## config.mk

```make
export PLATFORM = sky130hd
export DESIGN_NAME = noise_tone_channel
export DESIGN_NICKNAME = d
export VERILOG_FILES = /design/src/rtl/noise_tone_pkg.sv /design/src/rtl/noise_lfsr.sv /design/src/rtl/noise_tone_ctrl.sv /design/src/rtl/noise_tone_dp.sv /design/src/rtl/noise_tone_channel.sv
export SDC_FILE = /design/constraint.sdc
export NUM_CORES = 1
export LEC_CHECK = 0
export CAP_MARGIN = 20
export CORE_MARGIN = 2
export CORE_UTILIZATION = 58
export CTS_CLUSTER_DIAMETER = 50
export DETAILED_ROUTE_END_ITERATION = 8
export DONT_BUFFER_PORTS = 1
export PLACE_DENSITY = 0.84
export SLEW_MARGIN = 20
export SYNTH_ARGS = -nofsm -noshare
export SYNTH_HDL_FRONTEND = slang
export SYNTH_SLANG_ARGS = --single-unit
```

## constraint.sdc

```tcl
create_clock -name clk -period 2.1 [get_ports clk]
set_clock_uncertainty 0.05 [all_clocks]
set_input_delay 0.42 -clock clk [delete_from_list [all_inputs] [get_ports clk]]
set_output_delay 0.42 -clock clk [all_outputs]
set_load 0.005 [all_outputs]
```

## src/rtl/noise_tone_pkg.sv

```systemverilog
package noise_tone_pkg;

  typedef enum logic [2:0] {
    MODE_TONE    = 3'd0,
    MODE_P4_TOG  = 3'd1,
    MODE_P5_TOG  = 3'd2,
    MODE_P17_TOG = 3'd3,
    MODE_P4_DIR  = 3'd4,
    MODE_P17_DIR = 3'd5
  } distMode_e;

  // strobes handed from the divider control to the datapath
  typedef struct packed {
    logic sample;
    logic reload;
  } chanStrobe_t;

  localparam int NOISE_SRC = 3;
  localparam int SRC_P4  = 0;
  localparam int SRC_P5  = 1;
  localparam int SRC_P17 = 2;

endpackage

```

## src/rtl/noise_lfsr.sv

```systemverilog
module noise_lfsr #(
  parameter int WIDTH = 4,
  parameter int TAP   = 2
) (
  input  logic clk,
  input  logic rst_n,
  output logic noiseBit
);
  localparam int TOP = WIDTH - 1;

  logic [TOP:0] state;
  logic feedback;

  assign feedback = state[TOP] ^ state[TAP];
  assign noiseBit = state[TOP];

  always_ff @(posedge clk or negedge rst_n) begin
    if (!rst_n) state <= '1;
    else        state <= {state[TOP-1:0], feedback};
  end
endmodule

```

## src/rtl/noise_tone_ctrl.sv

```systemverilog
module noise_tone_ctrl
  import noise_tone_pkg::*;
#(
  parameter int FREQ_W = 8
) (
  input  logic              clk,
  input  logic              rst_n,
  input  logic              freqWr,
  input  logic [FREQ_W-1:0] freqData,
  output chanStrobe_t       strobes,
  output logic [FREQ_W-1:0] divCount
);
  logic [FREQ_W-1:0] freqReg;
  logic              atZero;

  assign atZero         = (divCount == '0);
  assign strobes.sample = atZero;
  assign strobes.reload = atZero;

  always_ff @(posedge clk or negedge rst_n) begin
    if (!rst_n)      freqReg <= '0;
    else if (freqWr) freqReg <= freqData;
  end

  always_ff @(posedge clk or negedge rst_n) begin
    if (!rst_n)      divCount <= '0;
    else if (atZero) divCount <= freqReg;
    else             divCount <= divCount - 1'b1;
  end
endmodule

```

## src/rtl/noise_tone_dp.sv

```systemverilog
module noise_tone_dp
  import noise_tone_pkg::*;
(
  input  logic                 clk,
  input  logic                 rst_n,
  input  chanStrobe_t          strobes,
  input  logic [2:0]           distSel,
  output logic [NOISE_SRC-1:0] noiseBits,
  output logic                 chanOut
);
  localparam int SRC_W   [NOISE_SRC] = '{4, 5, 17};
  localparam int SRC_TAP [NOISE_SRC] = '{2, 2, 13};

  for (genvar g = 0; g < NOISE_SRC; g++) begin : g_src
    noise_lfsr #(.WIDTH(SRC_W[g]), .TAP(SRC_TAP[g])) u_lfsr (
      .clk      (clk),
      .rst_n    (rst_n),
      .noiseBit (noiseBits[g])
    );
  end

  logic nextOut;

  always_comb begin
    nextOut = chanOut;
    case (distSel)
      MODE_P4_TOG:  nextOut = chanOut ^ noiseBits[SRC_P4];
      MODE_P5_TOG:  nextOut = chanOut ^ noiseBits[SRC_P5];
      MODE_P17_TOG: nextOut = chanOut ^ noiseBits[SRC_P17];
      MODE_P4_DIR:  nextOut = noiseBits[SRC_P4];
      MODE_P17_DIR: nextOut = noiseBits[SRC_P17];
      default:      nextOut = ~chanOut;
    endcase
  end

  always_ff @(posedge clk or negedge rst_n) begin
    if (!rst_n)              chanOut <= 1'b0;
    else if (strobes.sample) chanOut <= nextOut;
  end
endmodule

```

## src/rtl/noise_tone_channel.sv

```systemverilog
module noise_tone_channel
  import noise_tone_pkg::*;
#(
  parameter int FREQ_W = 8
) (
  input  logic              clk,
  input  logic              rst_n,
  input  logic              freqWr,
  input  logic [FREQ_W-1:0] freqData,
  input  logic [2:0]        distSel,
  output logic              chanOut
);
  chanStrobe_t          strobes;
  logic [FREQ_W-1:0]    divCount;
  logic [NOISE_SRC-1:0] noiseBits;

  noise_tone_ctrl #(.FREQ_W(FREQ_W)) u_ctrl (
    .clk      (clk),
    .rst_n    (rst_n),
    .freqWr   (freqWr),
    .freqData (freqData),
    .strobes  (strobes),
    .divCount (divCount)
  );

  noise_tone_dp u_dp (
    .clk       (clk),
    .rst_n     (rst_n),
    .strobes   (strobes),
    .distSel   (distSel),
    .noiseBits (noiseBits),
    .chanOut   (chanOut)
  );
endmodule

```

**Word-level counts from Yosys, hierarchy flattened**

Cells that the tools add are included.
W data, S select, Z words.

- Bits in registers: 43
- Output and inout bits: 1
- Memory bits (writable): 0
- Memories kept: 0
- Bits in read-only memories: 0
- Logic and storage cells: 22
- Input bits: 14
- Bits in latches: 0

- Div/mod/pow operators: 0
- $mul: 0
- $add $sub $neg: 1
- Eq/ne operators: 5
- Mux-type cells: 2
- Bitwise gates (word level): 7
- $lt $le $gt $ge: 0
- Shifts and indexed selects: 0
- Reduce and logical (&&, ||, !) cells: 1

Operators with widths:

| operator | count |
|---|---|
| $logic_not A8 Y1 | 1 |
| $mux W8 | 1 |
| $sub A8 B1 Y8 const B | 1 |
| $eq A3 B2 Y1 const B | 2 |
| $eq A3 B3 Y1 const B | 2 |
| $xor A1 B1 Y1 | 6 |
| $pmux W1 S5 | 1 |
| $eq A3 B1 Y1 const B | 1 |
| $not A1 Y1 | 1 |

**Longest topological paths before layout**

Gate-level depths: netlist of run 1.

- Depth after elaboration: 2
- Mapped depth: 6
- Mapped depth without buffers: 6

**Modules after synthesis**

A second synthesis of run 1 with hierarchy kept.

- Cells, all modules: 113
- Area, all modules: 1,650.3 um2

Modules (own cells, without submodules):

| module | cells an instance | area an instance (um2) | seq. area each (um2) | times used |
|---|---|---|---|---|
| noise_tone_ctrl | 67 | 814.5 | 400.4 | 1 |
| noise_lfsr (u_dp.g_src[2].u_lfsr) | 18 | 455.4 | 446.7 | 1 |
| noise_lfsr (u_dp.g_src[1].u_lfsr) | 6 | 140.1 | 131.4 | 1 |
| noise_tone_dp | 17 | 126.4 | 25.0 | 1 |
| noise_lfsr (u_dp.g_src[0].u_lfsr) | 5 | 113.9 | 105.1 | 1 |

**Worst setup path after synthesis of run 1**

Ideal clock, no wire load.

- Path type: register to register
- Start: register u_ctrl.divCount[0]
- End: register u_dp.chanOut
- Cell stages (with the launch flop): 7
- Buffers on the path: 0
- Setup time: 0.129 ns
- Setup slack: 0.619 ns
- Arrival: 1.302 ns
- Data required time: 1.921 ns
- Clock period less this slack: 1.481 ns
- Cell sequence: dfrtp_1 -> inv_1 -> ha_1 -> nor3b_2 -> nand2_2 -> nor3_1 -> nor3_2

- Cells in the longest elaborated chain, start to end: 1

Ends and longest elaborated chain:

| element | RTL line | text |
|---|---|---|
| start, declared | noise_tone_ctrl.sv:11 | `output logic [FREQ_W-1:0] divCount` |
| start signal, assigned | noise_tone_ctrl.sv:27 | `else if (atZero) divCount <= freqReg;` |
| start signal, assigned | noise_tone_ctrl.sv:28 | `else divCount <= divCount - 1'b1;` |
| $logic_not A8 Y1 | noise_tone_ctrl.sv:16 | `assign atZero = (divCount == '0);` |
| end signal, assigned | noise_tone_dp.sv:38 | `else if (strobes.sample) chanOut <= nextOut;` |
| end, declared | noise_tone_dp.sv:9 | `output logic chanOut` |

Every way passes these cells.
A chain may end at the register's enable or synchronous reset.

**Worst setup path in the final report of run 1**

Ends and elaborated chain as after synthesis.

==> results.md, run 1 <==
* Max Fanout on Critical Path at 8
* Tmin final at 1740 ps
* Antenna cells at 0
* Die X at 56.0 um
* Total GRT Usage at 18.7%
* Placed wire-length estimate at 1760 um
* Crit path DAT at 1930 ps
* Die outline height at 56.0 um
* P per Cell Area at 1140 nW/um2
* Max_cap viols at 0
* Largest net degree at the start of global routing at 44
* WHS at 110 ps
* Total Negative Setup Slacks at 0 ps
* Status: complete, no violations
* Final core occ at 68.1%
* Nets@finish at 135
* # DRC at 0
* Final worst path period share at 82.9%
* Avg Inst Size Synth at 14.0 um2
* Via density per instance at 5.64
* Seq cells post-synth at 43
* Most frequent cells in the layout: dfstp_2 (26), dfrtp_1 (17), mux2_2 (8), nor2_1 (7), a21oi_1 (7)
* Clock slew at reported path FFs at 130 ps
* Routed Antenna Nets at 0
* Syn-to-layout area delta at 9.50%
* Mapped Cells at 112
* RSZ-0062 raised after global routing: no
* Worst Path Required at 2290 ps
* Iteration-0 DRC Markers at 15
* Hold Vio Cnt, Final at 0
* Starting Density at 62.2%
* Core area at 2520 um2
* Vias in the first global route at 884
* Root Driver: clkbuf_4
* Multi-input logic area at 433 um2
* CTS tree: done
* Yosys Warn Count at 0
* Register area share after synthesis at 70.7%
* Commonest non-fill, non-tap cell in the layout: dfstp_2
* Critical path class: reg -> reg
* # clock sinks at 43
* Cell area after synthesis at 1570 um2
* Min-delay worst type: in -> reg
* Ports at 15
* Cts bufs inserted at 5
* Placer Congestion at 0.745
* Clock Latency Late Sink at 350 ps
* Port Buffers at 0
* H-tree levels at 2
* Cell Rows at 18
* Layout cell share with drive strength beyond 1 at 41.3%
* CTS Hold Bufs at 2
* Leak Pwr at 0.712 nW
* Max VDD drop at 0.866 mV
* First-pass GRT wire length at 4260 um
* Register area at 1110 um2
* Post-CTS setup buffer count at 0
* GRT overflow at 0
* Die ar. at 3130 um2
* Length of the first detailed-routing pass in iterations at 4
* Final Max Slew Viols at 0
* Initial antenna violation count at 0
* Post-synth cell types at 29
* Clock Path Buffers at 2
* Synthesized net count at 127
* Setup Viol. Count Final at 0
* Gates resized, CTS repair at 0
* Measured slew at the worst slew-check pin at 366 ps
* Wire per inst at 17.3 um
* Final Routed Wirelength at 2610 um
* Number of fill cells at 157
* Critical Path Start Type: flop
* Worst slew margin at 75.4%
* Worst Setup End Kind: flop
* Via count at 851
* Max Fclk at 575 MHz
==> path summary, 6_finish.rpt <==
| kind | start | to | slack [ps] | cells past startpoint |
|---|---|---|---|---|
| max | u_ctrl.divCount[0] | u_dp.chanOut | 360 | 6 |
| min | freqWr | u_ctrl.freqReg[3] | 110 | 1 |
| max reg2reg | u_ctrl.divCount[0] | u_dp.chanOut | 360 | 6 |
| min reg2reg | u_dp.g_src[2].u_lfsr.state[0] | u_dp.g_src[2].u_lfsr.state[1] | 310 | 0 |
| max in group asynchronous | rst_n | u_dp.g_src[2].u_lfsr.state[6] | 1270 | 2 |
| min in group asynchronous | rst_n | u_ctrl.divCount[3] | 460 | 2 |
==> layout make-up <==
| cell class | instances | area share [%] |
|---|---|---|
| flip-flops and latches | 43 | 64.6 |
| multi-input cells | 62 | 25.2 |
| clock inverters | 3 | 2.77 |
| clock buffers | 5 | 2.19 |
| well taps | 30 | 2.19 |
| repair buffers | 2 | 1.75 |
| inverters | 6 | 1.31 |
==> critical path, stage by stage, from the launching register on <==
cell and delay, ps:
dfrtp_1 430, inv_1 70, ha_1 280, nor3b_2 260
nand2_2 150, a211oi_1 300, nor3_2 90
==> metal layers <==
layer  share of wire (%)  vias to the layer above  GRT usage [%]
li1                    -                      400              -
met1                  44                      431           22.1
met2                  50                       13           29.7
met3                 4.4                        7           6.74
met4                 2.3                        0           10.2
met5                   0                        -              0
==> cells by family (layout without fill, tap and decap cells) <==
family,Yosys count,in the layout,synth area share (%)
fa+ha+maj,1,1,0.798
flops,43,43,70.7
compound gates,21,21,8.14
xor+xnor,4,4,2.24
simple gates,28,28,10.7
mux,8,8,5.75
buf+inv,7,16,1.68
==> through the flow <==
step | power [mW] | area, um2 | worst slack, ps | std cells
final | 1.96 | 1720 | 360 | 151
after global routing | 2.06 | 1720 | 254 | 151
after CTS | 1.96 | 1720 | 391 | 151
after detailed placement | 1.41 | 1600 | 418 | 141
after global placement | 1.38 | 1600 | 566 | 141
after floorplan | 1.33 | 1570 | 619 | 112
==> synth_stat cells <==
cell type  number  area [um2]
o21ai_0         5        25.0
nand2_2         1        6.26
dfrtp_1        17         425
nor3_1          3        15.0
o311ai_1        1        8.76
xor2_1          3        26.3
nand2b_1        1        6.26
xnor2_1         1        8.76
a211oi_1        2        15.0
nor2_1          7        26.3
dfstp_2        26         683
o211ai_1        1        7.51
a31oi_1         3        18.8
ha_1            1        12.5
nor3b_2         1        12.5
inv_1           6        22.5
mux2_2          8        90.1
clkbuf_1        1        3.75
nor4_1          1        6.26
nor4_4          1        21.3
a21o_2          1        8.76
or2_2           1        6.26
nand2_1         6        22.5
or2_1           1        6.26
nor2b_1         2        12.5
or3_1           1        6.26
a21oi_1         7        35.0
a31o_1          1        8.76
nor3_2          2        20.0
==> state kept, by name (all words and copies together), names as in the netlist <==
name,cells
u_dp.g_src.u_lfsr.state,26
u_ctrl.divCount,8
u_ctrl.freqReg,8
u_dp.chanOut,1
==> power by group <==
part | internal, mW | switching, mW | leakage (nW)
registers | 0.928 | 0.136 | 0.472
clock network | 0.257 | 0.278 | 0.0458
logic | 0.175 | 0.182 | 0.194
total | 1.36 | 0.596 | 0.712
(Power assumes the default switching activity.)
==> run 2, diff against run 1 <==
--- a/config.mk
+++ b/config.mk
@@ -5,13 +5,14 @@
 export SDC_FILE = /design/constraint.sdc
 export NUM_CORES = 1
 export LEC_CHECK = 0
+export ABC_AREA = 1
 export CAP_MARGIN = 20
 export CORE_MARGIN = 2
-export CORE_UTILIZATION = 58
+export CORE_UTILIZATION = 54
 export CTS_CLUSTER_DIAMETER = 50
 export DETAILED_ROUTE_END_ITERATION = 8
 export DONT_BUFFER_PORTS = 1
-export PLACE_DENSITY = 0.84
+export PLACE_DENSITY = 0.82
 export SLEW_MARGIN = 20
 export SYNTH_ARGS = -nofsm -noshare
 export SYNTH_HDL_FRONTEND = slang
==> constraint.sdc (replaced) <==
create_clock -name clk -period 1.6 [get_ports clk]
set_clock_uncertainty 0.05 [all_clocks]
set_input_delay 0.32 -clock clk [delete_from_list [all_inputs] [get_ports clk]]
set_output_delay 0.32 -clock clk [all_outputs]
set_load 0.005 [all_outputs]
==> run 2 against run 1 <==
Effect of this change:
- power grew 24%
- clock power grew 10%
- worst hold slack lost 86 ps
- first-iteration DRC count grew 60%
- worst setup slack lost 210 ps
- routed wire length shrank 4.0%
- register-to-register slack lost 210 ps
==> results.md, run 2 <==
* Synth area leaders: dfstp_2 (43%), dfrtp_1 (27%), nand2_1 (5.5%), mux2_2 (3.6%), inv_1 (3.3%)
* Min-delay worst type: in -> reg
* Largest net degree at the start of global routing at 44 (unchanged)
* R2r setup slk at 150 ps (-210 ps)
* Wire per inst at 14.5 um (-16%)
* Via count at 943 (+11%)
* Port Buffers at 0 (unchanged)
* Avg Inst Size Synth at 12.0 um2 (-14%)
* P per Cell Area at 1390 nW/um2 (+22%)
* Length of the first detailed-routing pass in iterations at 4 (unchanged)
* GRT overflow at 0 (unchanged)
* Seq cells post-synth at 43 (unchanged)
* Die X at 58.0 um (+3.6%)
* Clock Latency Late Sink at 340 ps (about the same)
* Critical Path Start Type: flop
* Measured slew at the worst slew-check pin at 421 ps (+54.8 ps)
* Biggest registers after layout: u_dp.g_src.u_lfsr.state (26), u_ctrl.divCount (8), u_ctrl.freqReg (8)
* Synthesized net count at 146 (+15%)
* Min-delay src: freqWr
* Core area at 2760 um2 (+9.3%)
* Worst Path Required at 1780 ps (-510 ps)
* Critical path class: reg -> reg
* Final Max Slew Viols at 0 (unchanged)
* Post-synth top area share at 43.4% (-0.21 points)
* Largest area contributor in the netlist: dfstp_2
* R2r endpoint: u_ctrl.divCount[6]
* Final Routed Wirelength at 2500 um (-4.0%)
* Starting Density at 57.1% (-5.0 points)
* Cts bufs inserted at 5 (unchanged)
* Dpl cells at 160 (+13%)
* Antenna cells at 0 (unchanged)
* Hold EP: u_ctrl.freqReg[0]
* Max VDD drop at 1.16 mV (+34%)
* CTS tree: done
* EDFF count, synth at 0 (unchanged)
* Max Fanout on Critical Path at 4 (-4)
* Most common cell in the netlist: dfstp_2
* Synth top cells by count: dfstp_2 (26), nand2_1 (23), dfrtp_1 (17)
* Cell Count, Final, Fillers Out at 173 (+15%)
* Hold Vio Cnt, Final at 0 (unchanged)
* Iteration-0 DRC Markers at 24 (+9)
* Root Driver: clkbuf_4
* Ports at 15 (unchanged)
* Max_cap viols at 0 (unchanged)
* Nets@finish at 156 (+16%)
* Post-synth cell types at 24 (-17%)
* Crit path DAT at 1630 ps (-300 ps)
* Worst Setup End Kind: flop
* FF-to-FF Start: u_ctrl.divCount[0]
* Commonest non-fill, non-tap cell in the layout: dfstp_2
* RSZ-0062 raised after global routing: no
* Total Negative Setup Slacks at 0 ps (unchanged)
* H-tree levels at 2 (unchanged)
* Most frequently used flop master after synthesis: dfstp_2
* Reg2Reg Depth at 8 (+2)
* Setup Viol. Count Final at 0 (unchanged)
* Clock slew at reported path FFs at 110 ps (-20 ps)
* Tmin final at 1450 ps (-291 ps)
* Yosys Warn Count at 0 (unchanged)
* Die ar. at 3370 um2 (+7.3%)
* Mapped Cells at 131 (+17%)
* Placed wire-length estimate at 1610 um (-8.7%)
* Via density per instance at 5.45 (-3.3%)
* # clock sinks at 43 (unchanged)
* FFs w/ async S/R, synth at 100% (unchanged)
* Vias in the first global route at 983 (+11%)
* Status: complete, no violations
* Die outline height at 58.0 um (+3.6%)
* Syn-to-layout area delta at 10.7%
* Initial antenna violation count at 0 (unchanged)
* Register area share after synthesis at 70.4% (-0.34 points)
* # DRC at 0 (unchanged)
* Number of fill cells at 199 (+27%)
* Placer Congestion at 0.854 (+15%)
* Final worst path period share at 90.5% (+7.7 points)
* Largest Register: u_dp.g_src.u_lfsr.state
* Clock Path Buffers at 2 (unchanged)
* Cell area after synthesis at 1580 um2 (+0.48%)
* Max Fclk at 690 MHz (+20%)
* Total GRT Usage at 18.6% (-0.091 points)
* Most frequent cells in the layout: dfstp_2 (26), nand2_1 (22), dfrtp_1 (17), inv_1 (14), o21ai_0 (9)
* Worst slew margin at 71.9% (-3.6 points)
* Layout cell share with drive strength beyond 1 at 34.5% (-6.8 points)
* Cell Rows at 19 (+1)
* First-pass GRT wire length at 4410 um (+3.6%)
* Routed Antenna Nets at 0 (unchanged)
* Worst Hold Depth at 1 (unchanged)
* Largest register FFs at 26 (unchanged)
* Leak Pwr at 0.771 nW (+8.3%)
-- run 2: cell type report --
class                           instances  area (um2)  area share [%]
Multi-Input combinational cell         72         419            24.0
Timing Repair Buffer                    4        47.5            2.73
Clock buffer                            7        66.3            3.80
Inverter                               15        56.3            3.23
Clock inverter                          1        7.51           0.430
Tap cell                               31        38.8            2.22
Sequential cell                        43        1110            63.6
-- run 2: kinds of logic after synthesis --
group / after synthesis / share of synthesized area [%]
simple gates: 44 / 12.5
buf+inv: 17 / 4.61
fa+ha+maj: 1 / 0.794
xor+xnor: 5 / 2.78
mux: 5 / 3.57
flops: 43 / 70.4
compound gates: 16 / 5.40
-- run 2: worst max path at each step --
stage | start | to | cells past startpoint
final | u_ctrl.divCount[0] | u_ctrl.divCount[6] | 8
after global routing | u_ctrl.divCount[0] | u_dp.chanOut | 8
after CTS | u_ctrl.divCount[0] | u_ctrl.divCount[1] | 7
after detailed placement | u_ctrl.divCount[0] | u_ctrl.divCount[2] | 7
after global placement | u_ctrl.divCount[0] | u_ctrl.divCount[4] | 6
after floorplan | u_ctrl.divCount[0] | u_ctrl.divCount[4] | 7
-- run 2: what timing repair did --
item	in CTS	in global routing
buffers inserted	0	1
hold endpoints to repair	43	1
gates cloned	0	1
endpoints found under the setup margin	4	7
hold buffers	2	1
resized for setup	1	3
pin swaps	0	1
-- run 2: report_power, final --
group	switching, mW	internal (mW)	total (mW)
clock network	0.323	0.267	0.590
logic	0.309	0.203	0.512
registers	0.0937	1.22	1.32
total	0.726	1.69	2.42
-- run 2: routing by layer --
metal | part of all wire, % | vias to the layer above | track usage, %
met3 | 4.8 | 6 | 6.92
met2 | 50 | 27 | 28.9
met5 | 0 | - | 0
li1 | - | 439 | -
met4 | 2.3 | 0 | 9.97
met1 | 43 | 471 | 22.7
-- run 2: metrics by stage --
step                      hold slack [ps]  setup WS [ps]  util (%)  instance area, um2  power (mW)
after global routing                 10.4           36.8      63.2                1740        2.60
after floorplan                     -25.6            206         -                1580        1.68
final                                23.8            151      63.2                1740        2.42
after CTS                            5.12           30.7      62.0                1710        2.41
after global placement              -24.7            149      57.9                1600        1.73
after detailed placement            -24.4           3.97      57.9                1600        1.77
-- run 2: critical path, stage by stage, from the launching register on --
cell     delay, ps
dfrtp_1        380
inv_1          120
ha_1           200
nand2_2        100
nor2_4         160
buf_4          150
nand2_1         60
nand2_1         50
o21ai_0         70
==> run 3, diff against run 2 <==
--- a/config.mk
+++ b/config.mk
@@ -8,11 +8,11 @@
 export ABC_AREA = 1
 export CAP_MARGIN = 20
 export CORE_MARGIN = 2
-export CORE_UTILIZATION = 54
+export CORE_UTILIZATION = 58
 export CTS_CLUSTER_DIAMETER = 50
 export DETAILED_ROUTE_END_ITERATION = 8
 export DONT_BUFFER_PORTS = 1
-export PLACE_DENSITY = 0.82
+export PLACE_DENSITY = 0.84
 export SLEW_MARGIN = 20
 export SYNTH_ARGS = -nofsm -noshare
 export SYNTH_HDL_FRONTEND = slang
==> constraint.sdc (replaced) <==
create_clock -name clk -period 1.68 [get_ports clk]
set_clock_uncertainty 0.05 [all_clocks]
set_input_delay 0.336 -clock clk [delete_from_list [all_inputs] [get_ports clk]]
set_output_delay 0.336 -clock clk [all_outputs]
set_load 0.005 [all_outputs]
==> run 3 against run 2 <==
Effect of this change:
- core utilization up 3.5 points
- via count down 3.6%
- maximum frequency down 2.1%
- critical endpoint is now u_ctrl.divCount[4]
- highest routed layer unchanged
- sequential share of layout area up 2.3 points
- design area down 3.5%
- worst setup slack better by 48 ps
- largest power group unchanged
==> results.md, run 3 (synthesized netlist as in run 2, its figures left out) <==
* Cell Count, Final, Fillers Out at 169 (-2.3%)
* Cts bufs inserted at 5 (unchanged)
* Measured slew at the worst slew-check pin at 324 ps (-97.0 ps)
* Core area at 2520 um2 (-8.5%)
* Hold Vio Cnt, Final at 0 (unchanged)
* Cells along the critical path: inv_1, ha_1, nand2_1, nor2_4, nand3_4, o21a_1
* Hold EP: u_ctrl.freqReg[0]
* WHS at 35.9 ps (+12.1 ps)
* Wire per inst at 14.0 um (-3.2%)
* Largest Register: u_dp.g_src.u_lfsr.state
* Clock Path Buffers at 2 (unchanged)
* Vias in the first global route at 968 (-1.5%)
* Reg2Reg Depth at 6 (-2)
* Clock Power Share at 21.2% (-3.2 points)
* Layout cell share with drive strength beyond 1 at 30.2% (-4.3 points)
* P per Cell Area at 1290 nW/um2 (-7.4%)
* Clock Latency Late Sink at 340 ps (about the same)
* Tmin final at 1480 ps (+31.5 ps)
* FF-to-FF Start: u_ctrl.divCount[0]
* Commonest non-fill, non-tap cell in the layout: dfstp_2
* R2r setup slk at 200 ps (+50 ps)
* Internal at 1.51 mW (-11%)
* Nets@finish at 153 (-1.9%)
* Overall Power at 2.16 mW (-11%)
* Dpl cells at 159 (-0.63%)
* Antenna cells at 0 (unchanged)
* Total GRT Usage at 17.8% (-0.83 points)
* Ports at 15 (unchanged)
* Critical Path Start Type: flop
* Most frequent cells in the layout: dfstp_2 (26), nand2_1 (23), dfrtp_1 (17), inv_1 (14), o21ai_0 (9)
* Critical path class: reg -> reg
* Switching power at 651 uW (-10%)
* Placer Congestion at 0.799 (-6.4%)
* Max Fanout on Critical Path at 12 (+8)
* Largest net degree at the start of global routing at 44 (unchanged)
* Setup Viol. Count Final at 0 (unchanged)
* Min-delay worst type: in -> reg
* Max Fclk at 676 MHz (-2.1%)
* Largest register FFs at 26 (unchanged)
* Worst path top cell family by delay: simple AND/OR/NAND/NOR gates
* Worst Setup End Kind: flop
* Reg power frac at 57.9% (+3.4 points)
* Final worst path period share at 88.1% (-2.4 points)
* CTS tree: done
* Biggest registers after layout: u_dp.g_src.u_lfsr.state (26), u_ctrl.divCount (8), u_ctrl.freqReg (8)
* Via density per instance at 5.38 (-1.3%)
* Iteration-0 DRC Markers at 15 (-38%)
* Starting Density at 62.5% (+5.3 points)
* Worst slew margin at 78.2% (+6.3 points)
* CP max-delay cell: dfrtp_1
* Syn-to-layout area delta at 6.83%
* Length of the first detailed-routing pass in iterations at 4 (unchanged)
* Max_cap viols at 0 (unchanged)
* Clock slew at reported path FFs at 120 ps (about the same)
* RSZ-0062 raised after global routing: no
* Final Routed Wirelength at 2370 um (-5.4%)
* H-tree levels at 2 (unchanged)
* Comb pwr share at 20.9% (-0.3 points)
* Status: complete, no violations
* Max VDD drop at 0.908 mV (-22%)
* Cell Rows at 18 (-1)
* Sw frac at 30.1% (+0.12 points)
* GRT overflow at 0 (unchanged)
* Leak Pwr at 0.751 nW (-2.6%)
* Port Buffers at 0 (unchanged)
* Largest stage delay on the critical path at 390 ps (about the same)
* Die X at 56.1 um (-3.3%)
* Routed Antenna Nets at 0 (unchanged)
* Placed wire-length estimate at 1610 um (-0.18%)
* Buf/Inv on CP at 1 (-1)
* # DRC at 0 (unchanged)
* Via count at 909 (-3.6%)
* Min-delay src: freqWr
* Initial antenna violation count at 0 (unchanged)
* Worst Path Required at 1880 ps (+100 ps)
* Worst Hold Depth at 1 (unchanged)
* R2r endpoint: u_ctrl.divCount[4]
* Crit path DAT at 1680 ps (+50 ps)
* Total Negative Setup Slacks at 0 ps (unchanged)
* First-pass GRT wire length at 4160 um (-5.6%)
* Final Max Slew Viols at 0 (unchanged)
* Die outline height at 56.1 um (-3.3%)
* Post-CTS setup buffer count at 0 (unchanged)
* Root Driver: clkbuf_4
* Die ar. at 3150 um2 (-6.4%)
* # clock sinks at 43 (unchanged)
## run 3: layout make-up
cell class / instances / area (um2)
inverter: 15 / 56.3
tap: 30 / 37.5
clock buffer: 8 / 48.8
sequential: 43 / 1110
multi-input combinational: 71 / 402
timing repair buffer: 2 / 30.0
fill: 176 / 840
## run 3: worst max path at each step
stage                       start            endpoint  slack [ps]  cells after the start
2_1_floorplan  u_ctrl.divCount[0]  u_ctrl.divCount[4]         290                      7
3_3_place_gp   u_ctrl.divCount[0]  u_ctrl.divCount[4]         230                      6
3_5_place_dp   u_ctrl.divCount[0]  u_ctrl.divCount[4]         150                      6
4_1_cts        u_ctrl.divCount[0]  u_ctrl.divCount[4]         120                      6
5_1_grt        u_ctrl.divCount[0]        u_dp.chanOut          20                      8
6_report       u_ctrl.divCount[0]  u_ctrl.divCount[4]         200                      6
## run 3: per-layer routing
layer / routed length (um) / up-vias / share of wire [%] / track usage, %
li1: - / 431 / - / -
met1: 1080 / 461 / 46 / 21.3
met2: 1130 / 10 / 48 / 27.6
met3: 83 / 7 / 3.5 / 6.74
met4: 71 / 0 / 3.0 / 9.86
met5: 0 / - / 0 / 0
## run 3: through the flow
step | setup slack, ps | util (%) | cell area (um2)
global placement | 231 | 63.3 | 1600
global route | 22.2 | 66.7 | 1680
finish | 200 | 66.7 | 1680
detailed placement | 146 | 63.3 | 1600
floorplan | 286 | - | 1580
CTS | 121 | 66.4 | 1680
## run 3: power groups by stage
stage          Combinational (mW)  Clock [mW]  Sequential (mW)
2_1_floorplan               0.354           0             1.25
3_3_place_gp                0.385           0             1.26
3_5_place_dp                0.418           0             1.27
4_1_cts                     0.447       0.473             1.25
5_1_grt                     0.526       0.530             1.27
6_report                    0.453       0.459             1.25
## run 3: timing repair
| action | CTS | global route |
|---|---|---|
| hold buffers | 2 | 0 |
| resized for setup | 0 | 1 |
| endpoints found under the hold margin | 43 | 0 |
| endpoints found under the setup margin | 0 | 7 |
